File: src/rtl/prio_irq_pkg.sv
package prio_irq_pkg;
  localparam int LVLW   = 4;
  localparam int NLVL   = 1 << LVLW;
  localparam int NEXT   = 5;
  localparam int NINT   = 10;
  localparam int DW     = NLVL;
  localparam int SHAPEW = 2 * NEXT;
  localparam int NMI_LVL = NLVL - 1;

  typedef enum logic [2:0] {
    SEL_SHAPE = 3'd0,
    SEL_PEND  = 3'd1,
    SEL_MASK  = 3'd2,
    SEL_CLR   = 3'd3,
    SEL_FORCE = 3'd4
  } reg_sel_e;

  function automatic int ext_level(input int k);
    case (k)
      0: return 2;
      1: return 3;
      2: return 10;
      3: return 11;
      default: return 14;
    endcase
  endfunction

  function automatic int int_level(input int k);
    case (k)
      0: return 1;
      1: return 4;
      2: return 5;
      3: return 6;
      4: return 7;
      5: return 8;
      6: return 9;
      7: return 12;
      8: return 13;
      default: return 15;
    endcase
  endfunction

  function automatic logic is_ext_level(input logic [LVLW-1:0] lvl);
    logic hit;
    hit = 1'b0;
    for (int k = 0; k < NEXT; k++)
      if (int'(lvl) == ext_level(k)) hit = 1'b1;
    return hit;
  endfunction
endpackage

File: src/rtl/prio_irq_shaper.sv
module prio_irq_shaper #(
  parameter int NPIN = 5
) (
  input  logic            clk,
  input  logic            rst_n,
  input  logic [NPIN-1:0] pin,
  input  logic [NPIN-1:0] act_low,
  input  logic [NPIN-1:0] edge_mode,
  output logic [NPIN-1:0] hit
);
  for (genvar p = 0; p < NPIN; p++) begin : g_pin
    logic s1, s2, s3;
    logic act_now, act_prev;
    always_ff @(posedge clk or negedge rst_n) begin
      if (!rst_n) begin
        s1 <= 1'b0;
        s2 <= 1'b0;
        s3 <= 1'b0;
      end else begin
        s1 <= pin[p];
        s2 <= s1;
        s3 <= s2;
      end
    end
    assign act_now  = s2 ^ act_low[p];
    assign act_prev = s3 ^ act_low[p];
    assign hit[p]   = edge_mode[p] ? (act_now & ~act_prev) : act_now;
  end
endmodule

File: src/rtl/prio_irq_regs.sv
module prio_irq_regs
  import prio_irq_pkg::*;
(
  input  logic            clk,
  input  logic            rst_n,
  input  logic            wr,
  input  logic [2:0]      sel,
  input  logic [DW-1:0]   wdata,
  input  logic [NEXT-1:0] ext_hit,
  input  logic [NINT-1:0] int_evt,
  input  logic            ack_stb,
  input  logic [LVLW-1:0] ack_lvl,
  output logic [DW-1:0]   pend,
  output logic [DW-1:0]   mask,
  output logic [DW-1:0]   shape
);
  localparam logic [DW-1:0] SHAPE_BITS = DW'((1 << SHAPEW) - 1);

  reg_sel_e        rsel;
  logic [DW-1:0]   set_v, clr_v, frc_v, pend_d;

  assign rsel = reg_sel_e'(sel);

  always_comb begin
    set_v = '0;
    for (int k = 0; k < NEXT; k++)
      set_v[ext_level(k)] = set_v[ext_level(k)] | ext_hit[k];
    for (int k = 0; k < NINT; k++)
      set_v[int_level(k)] = set_v[int_level(k)] | int_evt[k];
    clr_v = (wr && rsel == SEL_CLR) ? wdata : '0;
    if (ack_stb) clr_v[ack_lvl] = 1'b1;
    frc_v = (wr && rsel == SEL_FORCE) ? wdata : '0;
    if (wr && rsel == SEL_PEND) pend_d = wdata;
    else                        pend_d = (pend & ~clr_v) | set_v | frc_v;
    pend_d[0] = 1'b0;
  end

  always_ff @(posedge clk or negedge rst_n) begin
    if (!rst_n) begin
      pend  <= '0;
      mask  <= '0;
      shape <= '0;
    end else begin
      pend <= pend_d;
      if (wr && rsel == SEL_MASK)  mask  <= wdata & ~DW'(1);
      if (wr && rsel == SEL_SHAPE) shape <= wdata & SHAPE_BITS;
    end
  end
endmodule

File: src/rtl/prio_irq_encode.sv
module prio_irq_encode
  import prio_irq_pkg::*;
(
  input  logic [DW-1:0]   pend,
  input  logic [DW-1:0]   mask,
  output logic [LVLW-1:0] level
);
  logic [DW-1:0] live;
  always_comb begin
    live = pend & mask;
    live[NMI_LVL] = pend[NMI_LVL];
    live[0] = 1'b0;
    level = '0;
    for (int i = 1; i < NLVL; i++)
      if (live[i]) level = LVLW'(i);
  end
endmodule

File: src/rtl/prio_irq_ctrl.sv
module prio_irq_ctrl
  import prio_irq_pkg::*;
(
  input  logic            clk,
  input  logic            rst_n,
  input  logic [4:0]      ext_pin,
  input  logic [9:0]      int_evt,
  input  logic            reg_wr,
  input  logic [2:0]      reg_sel,
  input  logic [15:0]     reg_wdata,
  output logic [15:0]     reg_rdata,
  input  logic            ack_stb,
  input  logic [3:0]      ack_lvl,
  output logic [3:0]      irq_level,
  output logic            ext_ack
);
  logic [NEXT-1:0] ext_hit;
  logic [DW-1:0]   pend_q, mask_q, shape_q;

  prio_irq_shaper #(.NPIN(NEXT)) u_shape (
    .clk(clk), .rst_n(rst_n), .pin(ext_pin),
    .act_low(shape_q[NEXT-1:0]), .edge_mode(shape_q[SHAPEW-1:NEXT]),
    .hit(ext_hit)
  );

  prio_irq_regs u_regs (
    .clk(clk), .rst_n(rst_n), .wr(reg_wr), .sel(reg_sel), .wdata(reg_wdata),
    .ext_hit(ext_hit), .int_evt(int_evt), .ack_stb(ack_stb), .ack_lvl(ack_lvl),
    .pend(pend_q), .mask(mask_q), .shape(shape_q)
  );

  prio_irq_encode u_enc (.pend(pend_q), .mask(mask_q), .level(irq_level));

  always_ff @(posedge clk or negedge rst_n) begin
    if (!rst_n) ext_ack <= 1'b0;
    else        ext_ack <= ack_stb && is_ext_level(ack_lvl);
  end

  always_comb begin
    case (reg_sel_e'(reg_sel))
      SEL_SHAPE: reg_rdata = shape_q;
      SEL_PEND:  reg_rdata = pend_q;
      SEL_MASK:  reg_rdata = mask_q;
      default:   reg_rdata = '0;
    endcase
  end
endmodule

File: config.mk
export PLATFORM = sky130hd
export DESIGN_NAME = prio_irq_ctrl
export DESIGN_NICKNAME = d
export VERILOG_FILES = /design/src/rtl/prio_irq_pkg.sv /design/src/rtl/prio_irq_shaper.sv /design/src/rtl/prio_irq_regs.sv /design/src/rtl/prio_irq_encode.sv /design/src/rtl/prio_irq_ctrl.sv
export SDC_FILE = /design/constraint.sdc
export NUM_CORES = 1
export LEC_CHECK = 0
export ABC_AREA = 0
export BUFFER_PORTS_ARGS = -buffer_cell sky130_fd_sc_hd__buf_4
export CAP_MARGIN = 25
export CORE_MARGIN = 2
export CORE_UTILIZATION = 45
export DETAILED_ROUTE_END_ITERATION = 12
export HOLD_SLACK_MARGIN = 0.1
export PLACE_DENSITY = 0.76
export SYNTH_ARGS = -nofsm -noshare
export SYNTH_HDL_FRONTEND = slang
export SYNTH_HIERARCHICAL = 1
export SYNTH_SLANG_ARGS = --single-unit
File: constraint.sdc
create_clock -name clk -period 1.6 [get_ports clk]
set_input_delay 0.32 -clock clk [delete_from_list [all_inputs] [get_ports clk]]
set_output_delay 0.32 -clock clk [all_outputs]
set_load 0.05 [all_outputs]
==> results of run 1 <==
[Yosys cell counts, types with 5 or more instances]
cell type                  instances
sky130_fd_sc_hd__nor2_1            9
sky130_fd_sc_hd__a211oi_1          8
sky130_fd_sc_hd__a211oi_2         22
sky130_fd_sc_hd__o21ai_0          16
sky130_fd_sc_hd__buf_2             8
sky130_fd_sc_hd__buf_6             5
sky130_fd_sc_hd__mux2_4           10
sky130_fd_sc_hd__buf_4            11
sky130_fd_sc_hd__a21oi_1           5
sky130_fd_sc_hd__nor2b_1          24
sky130_fd_sc_hd__inv_1            14
sky130_fd_sc_hd__or2_2            14
sky130_fd_sc_hd__mux2_2           15
sky130_fd_sc_hd__nand2_1          16
sky130_fd_sc_hd__a32oi_1          29
sky130_fd_sc_hd__dfrtp_1          56
sky130_fd_sc_hd__nand2b_1         22
[metal layers]
metal  vias to the layer above  part of all wire [%]  global-route usage [%]
met4                         0                   2.3                    8.08
li1                       1468                     -                       -
met1                      1577                    42                    33.2
met5                         -                     0                       0
met2                       164                    50                    43.0
met3                        27                   5.7                    4.35
[metrics by stage]
stage	area, um^2	cells	utilization [%]
global route	5150	570	67.4
finish	5150	570	67.4
floorplan	3610	337	-
global placement	4480	532	58.6
detailed placement	4480	532	58.6
CTS	4990	559	65.2
[where the power goes]
group          internal (mW)  switching [mW]
combinational          0.945           0.842
sequential              1.60           0.175
clock                  0.354           0.447
[area by class of cell]
type                       instances  area [um^2]
fill                             567         2490
multi-input combinational        240         2130
sequential                        56         1410
timing repair buffer             150         1340
tap                              102          128
clock buffer                       8         90.1
inverter                          14         52.6
[cell families (layout without fill, tap and decap cells)]
logic type | after synthesis | after routing | synth area share, %
AO/OA/AOI/OAI | 101 | 101 | 25.4
flip-flops | 56 | 56 | 40.0
buffers and inverters | 41 | 172 | 7.39
multiplexers | 26 | 26 | 9.39
XOR/XNOR | 3 | 3 | 0.750
AND/OR/NAND/NOR | 102 | 102 | 17.0
other | 1 | 8 | 0.107
[repair_timing]
action	in CTS	in global routing
hold buffers	1	5
hold endpoints to repair	22	5
pin swaps	37	13
setup endpoints to repair	20	20
setup buffers	22	6
resized for setup	67	16
[sequential cells by signal, indices dropped and copies added (netlist names)]
| signal | count |
|---|---|
| u_regs/mask | 15 |
| u_regs/pend | 15 |
| u_regs/shape | 10 |
| u_shape/g_pin.s1 | 5 |
| u_shape/g_pin.s2 | 5 |
| u_shape/g_pin.s3 | 5 |
| ext_ack | 1 |
[critical path, cell delays in order (launching register included)]
cell and delay (ps):
sky130_fd_sc_hd__dfrtp_1 420, sky130_fd_sc_hd__a22o_1 260, sky130_fd_sc_hd__o211ai_1 210, sky130_fd_sc_hd__a21boi_1 110, sky130_fd_sc_hd__o21ai_2 170, sky130_fd_sc_hd__buf_6 170
[how the worst min path moves through the flow]
stage	from	end	slack (ps)
6_report	ack_lvl[2]	ext_ack	200
5_1_grt	ack_lvl[2]	ext_ack	200
4_1_cts	ext_pin[4]	u_shape/g_pin[4].s1	100
3_5_place_dp	rst_n	u_shape/g_pin[0].s3	240
3_3_place_gp	rst_n	u_shape/g_pin[0].s1	240
2_1_floorplan	rst_n	ext_ack	20
==> results summary, run 1 <==
In this run, synthesis produced a sequential element count of 56. Counting flops with a built-in enable in the synthesized netlist gives 0. The source of the worst register-to-register timing path is u_regs/shape[7]. The number of antenna violations at the first check in global routing came out at 0.

The gate count after technology mapping is 330. The final hold violation count was 0. The total setup violations reported at the end of the flow is 15. The deepest level of the CTS H-tree came out at 2. STA classifies the critical path endpoint as an output pin. The number of search-and-repair iterations in the first detailed-routing pass is 5. After layout, the minimum clock period comes to 1980 ps. In the routed design, unresolved DRC markers number 0.

The initial utilization of the core area, before any placement, comes to 45.8%. The number of nets in the layout is 509. The die extent in x is 92.3 um.

The total via count in the routed design is 3236. The worst-margin pin slew came out at 608 ps. The required time of the critical path is 1280 ps.

STA classifies the critical path startpoint as a flip-flop. The worst hold margin came out at 200 ps. The achievable frequency came out at 0.506 GHz. The tool flagged a number of max-cap violations equal to 0.

The Yosys warning count came out at 6. The via count of the first global-routing pass came out at 3312. The max-slew violation count is 0. The number of antenna diodes in the final layout is 0. The final wirelength is 10.7 mm. Detailed placement finished with a half-perimeter wire length of 7.30 mm. The relative slew slack is 59.4%. The total I/O pin count came out at 63. The post-detailed-route count of antenna-violating nets is 0. The most frequent standard cell in the layout excluding fill and tap cells is sky130_fd_sc_hd__buf_4. The number of sinks driven by the clock tree is 56.

Relative to the synthesized area, the layout overhead comes to 47.0%. The peak supply drop is 0.434 mV. The category of the most critical setup path is flip-flop to output pin.

The worst reg2reg path endpoint is u_regs/pend[10]. The run finished, with violations left. The wire length of the first global-routing pass is 16.8 mm. For this run, the total global-route usage over all layers was measured as 25.4%. The worst reg-to-reg setup slack is 130 ps. The number of cells on the worst reg-to-reg path is 7. The share of Yosys cell area claimed by the top area cell type came out at 40.0%. The cell area power density came out at 848 mW/mm^2. After floorplanning, the core was divided into 32 placement rows.

The share of synthesized area occupied by flip-flops and latches is 40.0%. The checks that failed: setup timing. Of all nets on the critical path, the largest fanout is 4. The synthesized design spends more area on one cell type than any other, namely sky130_fd_sc_hd__dfrtp_1. The most used flip-flop cell after synthesis is sky130_fd_sc_hd__dfrtp_1. The analysis attributes to cell leakage a power of 2.17 nW. The pin count of the biggest net entering global routing is 35.

The mean instance size in the synthesized netlist is 10.6 um^2. The slack of the critical path is -376 ps. The per-cell routed wire length came out at 18.7 um. No sink is reached through more buffers than the 2 on the longest clock path. In this run the worst setup path terminates at irq_level[1]. Leaving out fill and tap cells, the most frequent cells in the layout are sky130_fd_sc_hd__buf_4 (103), sky130_fd_sc_hd__dfrtp_1 (49), sky130_fd_sc_hd__buf_6 (36). The total power came out at 4.37 mW. After clock tree synthesis, the clock-pin slew on the worst setup and hold paths is 90 ps. The async set or reset register ratio after synthesis is 100%. The clock latency at the later pin of the worst-skew pair came out at 310 ps. The die covers 0.00851 mm^2.

The fraction of layout cells with a size suffix above 1 is 53.4%. TritonCTS built the clock tree. The floorplan step set the die height to 92.3 um.

The setup TNS after final layout is -2110 ps. The classification of the worst-slack hold path is input port to flip-flop. The clock tree root driver cell is sky130_fd_sc_hd__clkbuf_8. The cell area after synthesis is 0.00350 mm^2.

Setup repair after global routing could not meet its margin everywhere. Counting distinct cell types in the post-synthesis netlist gives 43. The final clock skew is 5.44 ps.

Tracing the worst setup path back leads to its startpoint at u_regs/mask[5]. The area of the core came out at 0.00765 mm^2. The count of routing violations after the opening detailed-route iteration came out at 240.

The number of buffers created by CTS came out at 5. The final clock period utilization by the worst path is 124%. In the post-synthesis netlist, the biggest area contributors are sky130_fd_sc_hd__dfrtp_1 (40%), sky130_fd_sc_hd__a211oi_2 (7.9%), sky130_fd_sc_hd__a32oi_1 (7.2%), sky130_fd_sc_hd__mux2_2 (4.8%), sky130_fd_sc_hd__mux2_4 (4.3%). The leftover overflow at the end of global routing is 0.

Dividing the detail-routed via count by the number of cells gives 5.68. At the end of routability-driven placement, the weighted congestion stood at 0.885. Timing analysis after detailed placement gives a worst setup slack of -237 ps. The hold path depth came out at 2. The number of port buffers came out at 62.

The critical path data arrival time is 1660 ps.
Note: power is estimated with default switching activity, not from simulation.
==> inputs of run 2 (changes only) <==
Settings changed: PLACE_DENSITY 0.76 to 0.77, SYNTH_HIERARCHICAL 1 to not set.
==> run 2 against run 1 <==
Net effect: final cell count fell by 17%; first-iteration DRC count rose by 31%; register-to-register slack improved by 260 ps; critical path type unchanged; the flow still finishes with violations (setup timing); sequential share of layout area rose by 5.0 points; total power fell by 3.0%; non-clock buffer count fell by 23; largest power group is now registers; highest routed layer unchanged; synthesized cell count fell by 15%.
==> results summary, run 2 <==
The classification of the worst-slack hold path is input port to flip-flop (unchanged). The worst-margin pin slew came to 391 ps (was 608 ps). Highest-count cells in the layout ignoring fill and taps: sky130_fd_sc_hd__buf_4 (86), sky130_fd_sc_hd__dfrtp_1 (54), sky130_fd_sc_hd__nand2_1 (31) (was sky130_fd_sc_hd__buf_4 (103), sky130_fd_sc_hd__dfrtp_1 (49), sky130_fd_sc_hd__buf_6 (36)). The per-cell routed wire length came out at 18.7 um (about the same).

The DRC violation count after routing is 0 (unchanged). The detail-routed via count per cell is 5.93 (was 5.68). The layout overhead on the synthesized area came out at 52.4% (was 47.0%). Result of the run: complete, but fails checks (unchanged). Largest regs: u_regs.mask x15, u_regs.pend x15, u_regs.shape x10 (was u_regs/mask x15, u_regs/pend x15, u_regs/shape x10).

The overall die height is 83.6 um (was 92.3 um). The distinct cell type count after synthesis came to 41 (was 43). The number of violations of the max-capacitance limit came out at 0 (unchanged). Synthesis produced a netlist with a net count of 321. The peak per-stage delay on the critical path is 410 ps (was 420 ps).

The share of Yosys cell area claimed by the top area cell type came out at 49.2% (was 40.0%). The number of buffers created by CTS came out at 5 (unchanged). The most frequently used cell type in the post-synthesis netlist was sky130_fd_sc_hd__dfrtp_1 (unchanged). The antenna cell count is 0 (unchanged). The area of the core came out at 0.00603 mm^2 (was 0.00765 mm^2). The cell taking the most area after synthesis is sky130_fd_sc_hd__dfrtp_1 (unchanged). The relative slew slack came out at 73.6% (was 59.4%). The share of synthesized area occupied by flip-flops and latches was 49.2% (was 40.0%).

The final clock period utilization by the worst path was 124% (about the same). The cell family contributing the most delay on the critical path is compound AO/OA/AOI/OAI gates (unchanged). The estimated wirelength of the detail-placed design is 6.36 mm (was 7.30 mm). The floorplan row count came to 28 (was 32). The slack of the critical path came out at -380 ps (was -376 ps).

The async set or reset register ratio after synthesis is 100% (unchanged). The pin count of the biggest net entering global routing came out at 40 (was 35). The post-detailed-route count of antenna-violating nets came out at 0 (unchanged).

The required time of the critical path was 1280 ps (about the same). The critical path data arrival time is 1660 ps (about the same). The final hold violation count is 0 (unchanged).

The final design area excluding fillers came out at 0.00434 mm^2 (was 0.00515 mm^2). The weighted congestion at the end of routability-driven global placement came to 0.953 (was 0.885). The final wirelength came out at 8.83 mm (was 10.7 mm).

The kind of capture point of the worst setup path is an output pin (unchanged). The post-CTS clock slew at the launch and capture registers of the worst setup and hold paths is 90 ps (about the same). RSZ-0062 raised after global routing: yes (unchanged). The achievable frequency came out at 0.505 GHz (was 0.506 GHz). The setup TNS after final layout came to -2200 ps (was -2110 ps). Area contributors post-synth: sky130_fd_sc_hd__dfrtp_1 (49%), sky130_fd_sc_hd__mux2_2 (5.1%), sky130_fd_sc_hd__a21oi_1 (4.7%), sky130_fd_sc_hd__nand2_1 (4.6%), sky130_fd_sc_hd__mux2_1 (4.0%) (was sky130_fd_sc_hd__dfrtp_1 (40%), sky130_fd_sc_hd__a211oi_2 (7.9%), sky130_fd_sc_hd__a32oi_1 (7.2%), sky130_fd_sc_hd__mux2_2 (4.8%), sky130_fd_sc_hd__mux2_4 (4.3%)). The combined buffer and inverter count along the critical path is 1 (unchanged). The gate count after technology mapping came out at 279 (was 330). The count of routing violations after the opening detailed-route iteration came out at 315 (was 240).

The instance count after placement with tap cells included came out at 454 (was 532). The number of search-and-repair iterations in the first detailed-routing pass is 5 (unchanged). The kind of launch point of the worst setup path is a flip-flop (unchanged). The total I/O pin count came out at 63 (unchanged). The number of buffers between clock root and the deepest sink came out at 2 (unchanged). The number of cells in the finished layout apart from fillers came to 473 (was 570). The clock latency at the later pin of the worst-skew pair came out at 310 ps (about the same). The max-slew violation count is 0 (unchanged).

The number of fill cells is 425 (was 567). The mean instance size in the synthesized netlist is 10.2 um^2 (was 10.6 um^2). The most used flip-flop cell after synthesis is sky130_fd_sc_hd__dfrtp_1 (unchanged). The overall routing resource usage is 25.6% (was 25.4%). The maximum net fanout on the critical path is 2 (was 4). Most frequent cells after synthesis: sky130_fd_sc_hd__dfrtp_1 (56), sky130_fd_sc_hd__nand2_1 (35), sky130_fd_sc_hd__a21oi_1 (27) (was sky130_fd_sc_hd__dfrtp_1 (56), sky130_fd_sc_hd__a32oi_1 (29), sky130_fd_sc_hd__nor2b_1 (24)). The number of sinks driven by the clock tree is 56 (unchanged). The die area is 0.00698 mm^2 (was 0.00851 mm^2). The number of synthesized register bits came to 56 (unchanged). The fraction of the core area covered by cells at the end of the flow is 72.1% (was 67.4%). The final critical delay including setup and external delays came out at 1980 ps (about the same).

The number of nets in the layout is 439 (was 509). Violated checks: setup timing (unchanged). The initial core utilization is 47.3% (was 45.8%). The total setup violations reported at the end of the flow is 14 (was 15). The area of placed instances is 0.00392 mm^2 (was 0.00448 mm^2). The via count of the first global-routing pass is 2801 (was 3312).

The peak supply drop is 0.719 mV (was 0.434 mV). The leftover overflow at the end of global routing came to 0 (unchanged). The leakage dissipation came out at 1.87 nW (was 2.17 nW). The CTS tree is done (unchanged). The final clock skew came out at 4.69 ps (was 5.44 ps). The clock tree root driver cell is sky130_fd_sc_hd__clkbuf_8 (unchanged). The most frequent standard cell in the layout excluding fill and tap cells is sky130_fd_sc_hd__buf_4 (unchanged). The cell area after synthesis is 0.00285 mm^2 (was 0.00350 mm^2). The number of port buffers came out at 62 (unchanged). The die extent in x is 83.6 um (was 92.3 um).

The cell at the slowest stage of the critical path was sky130_fd_sc_hd__dfrtp_1 (unchanged). The wire length of the first global-routing pass is 14.4 mm (was 16.8 mm). The cell area power density came to 976 mW/mm^2 (was 848 mW/mm^2). The total via count in the routed design came out at 2806 (was 3236). The Yosys warning count was 0 (was 6). Worst-path cell chain: a22oi_2 > and3_1 > o31a_1 > a41oi_4 > buf_6 (was a22o_1 > o211ai_1 > a21boi_1 > o21ai_2 > buf_6). The total power is 4.24 mW (was 4.37 mW). The number of synthesized flops with an enable pin is 0 (unchanged). The deepest level of the CTS H-tree came to 2 (unchanged). The number of antenna violations at the first check in global routing is 0 (unchanged).

The fraction of layout cells with a size suffix above 1 was 46.7% (was 53.4%). The category of the most critical setup path is flip-flop to output pin (unchanged).
-- run 2: changes by cell type after synthesis, sizes merged, moves of 9 or more --
cell	change
a211oi	-29
a21oi	+22
a22oi	+9
a32oi	-29
buf	-12
inv	-10
nand2	+19
nand2b	-17
nor2	+15
nor2b	-20
or2	-14
-- run 2: routing by layer --
metal	track usage, %	up-vias	share of wire [%]
li1	-	1273	-
met1	34.8	1409	43
met2	43.3	118	51
met3	3.76	6	5.7
met4	6.45	0	0.69
met5	0	-	0
-- run 2: cell families after synthesis --
| group | synth area share (%) |
|---|---|
| mux | 12.3 |
| buf+inv | 3.43 |
| compound gates | 20.4 |
| flops | 49.2 |
| simple gates | 14.4 |
| xor+xnor | 0.307 |
-- run 2: worst register-to-register path: cells and delay by family, from the launching register on --
| kind | cells | cell delay [ps] |
|---|---|---|
| compound gates | 3 | 610 |
| buf+inv | 1 | 80 |
| flops | 1 | 410 |
-- run 2: area by class of cell --
type	instances	area [um^2]	share of cell area (%)
Tap cell	75	93.8	2.16
Inverter	4	15.0	0.346
Clock inverter	2	35.0	0.807
Sequential cell	56	1400	32.3
Timing Repair Buffer	127	1130	26.0
Clock buffer	6	72.6	1.67
Multi-Input combinational cell	203	1590	36.7
-- run 2: what timing repair did --
item	CTS	global route
endpoints found under the hold margin	17	5
resized for setup	44	16
buffers inserted	8	2
setup endpoints to repair	19	19
gates cloned	0	0
hold buffers	1	5
pin swaps	11	8
-- run 2: path summary, 6_finish.rpt --
kind                                      from                   to  slack, ps  depth (start not counted)
max                             u_regs.mask[9]         irq_level[0]       -380                          5
min                                 ack_lvl[2]              ext_ack        240                          2
max reg2reg                    u_regs.shape[8]      u_regs.pend[11]        390                          4
min reg2reg                u_shape.g_pin[1].s1  u_shape.g_pin[1].s2        360                          0
max in group asynchronous                rst_n      u_regs.pend[15]        690                          3
min in group asynchronous                rst_n  u_shape.g_pin[1].s3        410                          2
-- run 2: through the flow --
stage / setup slack (ps) / hold WS (ps)
finish: -380 / 236
global route: -481 / 227
CTS: -357 / 101
detailed placement: -151 / 203
global placement: -86.2 / 204
floorplan: -64.5 / 24.4
-- run 2: power breakdown --
part / total [mW] / leakage, nW / switching, mW / internal (mW)
clock network: 0.905 / 0.0552 / 0.440 / 0.465
registers: 1.80 / 0.631 / 0.189 / 1.61
logic: 1.53 / 1.19 / 0.773 / 0.756
==> inputs of run 3 (changes only) <==
--- a/constraint.sdc
+++ b/constraint.sdc
@@ -3,2 +3,2 @@
 set_output_delay 0.32 -clock clk [all_outputs]
-set_load 0.05 [all_outputs]
+set_load 0.01 [all_outputs]
==> run 3 against run 2 <==
Net effect: the run still ends with setup timing left; global-route usage is 1.8 points lower; sequential share of layout area is 2.5 points higher; non-clock buffer count is 6 lower; utilization is 5.3 points lower; total power is 7.5% lower; setup slack better by 63 ps; critical endpoint is now irq_level[1].
==> results summary, run 3 (same netlist as run 2, synthesis figures left out) <==
The worst min-delay path startpoint is ext_pin[4] (was ack_lvl[2]). The hold path depth is 1 (was 2). The cell at the slowest stage of the critical path is sky130_fd_sc_hd__dfrtp_1 (unchanged). The met2 wirelength from detailed routing was 4.30 mm (was 4.48 mm). The die extent in x is 83.6 um (unchanged). The overall die height came out at 83.6 um (unchanged). The CTS tree is done (unchanged).

The multi-input gate area in the final layout is 0.00144 mm^2 (was 0.00159 mm^2). The initial core utilization is 47.3% (unchanged). The count of routing violations after the opening detailed-route iteration is 258 (was 315). The total via count in the routed design came to 2749 (was 2806). The max-slew violation count came to 0 (unchanged). The kind of launch point of the worst setup path is a flip-flop (unchanged). The number of buffers between clock root and the deepest sink came out at 2 (unchanged). The number of buffers created by CTS is 5 (unchanged).

The per-cell routed wire length came out at 17.9 um (was 18.7 um). The wire length of the first global-routing pass came out at 13.4 mm (was 14.4 mm). The leakage dissipation is 1.79 nW (was 1.87 nW). The number of search-and-repair iterations in the first detailed-routing pass came to 5 (unchanged). The via count of the first global-routing pass came out at 2738 (was 2801). The number of nets in the layout is 433 (was 439).

The clock tree root driver cell was sky130_fd_sc_hd__clkbuf_8 (unchanged). The post-CTS clock slew at the launch and capture registers of the worst setup and hold paths is 100 ps (was 90 ps). The timing startpoint of the critical path was u_regs.mask[4] (was u_regs.mask[9]). RSZ-0062 raised after global routing: yes (unchanged). The clock latency at the later pin of the worst-skew pair is 310 ps (about the same).

The endpoint of the worst hold-timing path was u_shape.g_pin[4].s1 (was ext_ack). Result of the run: complete, but fails checks (unchanged). The routed length on met3 is 452 um (was 499 um). The detail-routed via count per cell is 5.89 (was 5.93).

The number of port buffers is 62 (unchanged). The source of the worst register-to-register timing path is u_regs.shape[8] (unchanged). The worst hold margin is 121 ps (was 236 ps). The final clock period utilization by the worst path came to 120% (was 124%). The total power came out at 3.92 mW (was 4.24 mW). The floorplan row count is 28 (unchanged). The most frequent standard cell in the layout excluding fill and tap cells was sky130_fd_sc_hd__buf_4 (unchanged). The highest routing layer actually used is met4 (unchanged). Worst-path cell chain: a22o_1 > o211ai_1 > a222oi_1 > o21ai_1 > buf_4 (was a22oi_2 > and3_1 > o31a_1 > a41oi_4 > buf_6). The final hold violation count is 0 (unchanged). Highest-count cells in the layout ignoring fill and taps: sky130_fd_sc_hd__buf_4 (106), sky130_fd_sc_hd__dfrtp_1 (56), sky130_fd_sc_hd__nand2_1 (29) (was sky130_fd_sc_hd__buf_4 (86), sky130_fd_sc_hd__dfrtp_1 (54), sky130_fd_sc_hd__nand2_1 (31)). The kind of capture point of the worst setup path is an output pin (unchanged).

The layout overhead on the synthesized area is 41.1% (was 52.4%). The deepest level of the CTS H-tree came to 2 (unchanged). The worst reg2reg path endpoint was u_regs.pend[11] (unchanged).

The weighted congestion at the end of routability-driven global placement came out at 0.867 (was 0.953). The post-detailed-route count of antenna-violating nets came out at 0 (unchanged). The category of the most critical setup path was flip-flop to output pin (unchanged). The wire length on met1 is 3.40 mm (was 3.79 mm).

The number of cells on the worst reg-to-reg path came out at 4 (unchanged). The cell area power density came out at 975 mW/mm^2 (was 976 mW/mm^2). The number of antenna violations at the first check in global routing is 0 (unchanged). The total I/O pin count is 63 (unchanged).

The relative slew slack came to 53.4% (was 73.6%). The worst reg-to-reg setup slack is 400 ps (was 390 ps). The die area came to 0.00698 mm^2 (unchanged). The leftover overflow at the end of global routing was 0 (unchanged). The worst-margin pin slew is 699 ps (was 391 ps).

The final critical delay including setup and external delays is 1920 ps (was 1980 ps). The antenna cell count came out at 0 (unchanged). The peak per-stage delay on the critical path is 400 ps (was 410 ps).

Largest regs: u_regs.mask x15, u_regs.pend x15, u_regs.shape x10 (unchanged). The pin count of the biggest net entering global routing is 57 (was 40). The slack of the critical path came out at -317 ps (was -380 ps).

The critical path data arrival time came out at 1600 ps (was 1660 ps). The number of violations of the max-capacitance limit came to 0 (unchanged). The required time of the critical path is 1280 ps (about the same). The number of sinks driven by the clock tree came to 56 (unchanged).

The achievable frequency is 0.522 GHz (was 0.505 GHz). The total setup violations reported at the end of the flow was 11 (was 14). The final wirelength is 8.34 mm (was 8.83 mm).

The flip-flop and latch area came out at 0.00140 mm^2 (about the same). The overall routing resource usage is 23.8% (was 25.6%). The estimated wirelength of the detail-placed design came out at 6.08 mm (was 6.36 mm). The area of the core came out at 0.00603 mm^2 (unchanged). The maximum net fanout on the critical path is 2 (unchanged). The fraction of layout cells with a size suffix above 1 is 40.8% (was 46.7%).

The number of fill cells came out at 478 (was 425). The peak supply drop is 0.631 mV (was 0.719 mV). Violated checks: setup timing (unchanged). The classification of the worst-slack hold path was input port to flip-flop (unchanged). The DRC violation count after routing came out at 0 (unchanged).

The final clock skew is 12.2 ps (was 4.69 ps).
-- run 3: cell types whose count changed in the layout (fill, tap and decap cells not counted), sizes merged --
| cell | before | now |
|---|---|---|
| buf | 121 | 119 |
| dlygate4sd3 | 6 | 2 |
-- run 3: stage by stage --
stage	setup slack [ps]	instance area [um^2]	TNS, ps	util, %	std cells
after global routing	-472	4020	-2390	66.7	467
after CTS	-301	3920	-1340	65.1	462
after detailed placement	-60.7	3660	-266	60.8	445
final	-317	4020	-1380	66.7	467
after global placement	-21.9	3660	-27.5	60.8	445
after floorplan	35.3	2850	0	-	279
-- run 3: where the power goes --
part	internal [mW]	switching, mW	leakage (nW)
registers	1.61	0.178	0.632
logic	0.650	0.567	1.11
clock network	0.465	0.445	0.0552
total	2.73	1.19	1.79
-- run 3: what timing repair did --
| action | 4_1_cts | 5_1_grt |
|---|---|---|
| gates resized for setup | 22 | 16 |
| hold endpoints to repair | 56 | 1 |
| buffers inserted | 10 | 7 |
| endpoints found under the setup margin | 11 | 18 |
| hold buffers | 1 | 1 |
| pin swaps | 9 | 11 |
-- run 3: how the worst max path moves through the flow --
stage	cells past startpoint	endpoint	slack, ps
3_5_place_dp	6	u_regs.pend[3]	-60
4_1_cts	5	irq_level[1]	-300
6_report	5	irq_level[1]	-320
2_1_floorplan	6	reg_rdata[10]	40
5_1_grt	5	irq_level[1]	-470
3_3_place_gp	6	u_regs.pend[3]	-20
-- run 3: final cells by class --
class / instances / area share, %
Multi-Input combinational cell: 203 / 35.8
Sequential cell: 56 / 34.9
Timing Repair Buffer: 121 / 23.9
Tap cell: 75 / 2.33
Clock buffer: 6 / 1.81
Clock inverter: 2 / 0.871
Inverter: 4 / 0.373
-- run 3: metal layers --
metal / GRT usage (%) / vias up
li1: - / 1259
met1: 29.3 / 1345
met2: 41.5 / 127
met3: 4.45 / 18
met4: 9.09 / 0
met5: 0 / -
-- run 3: worst max-delay path, delay by kind of cell (launching register included) --
| kind | cells | cell delay (ps) |
|---|---|---|
| flops | 1 | 400 |
| compound gates | 4 | 760 |
| buf+inv | 1 | 140 |
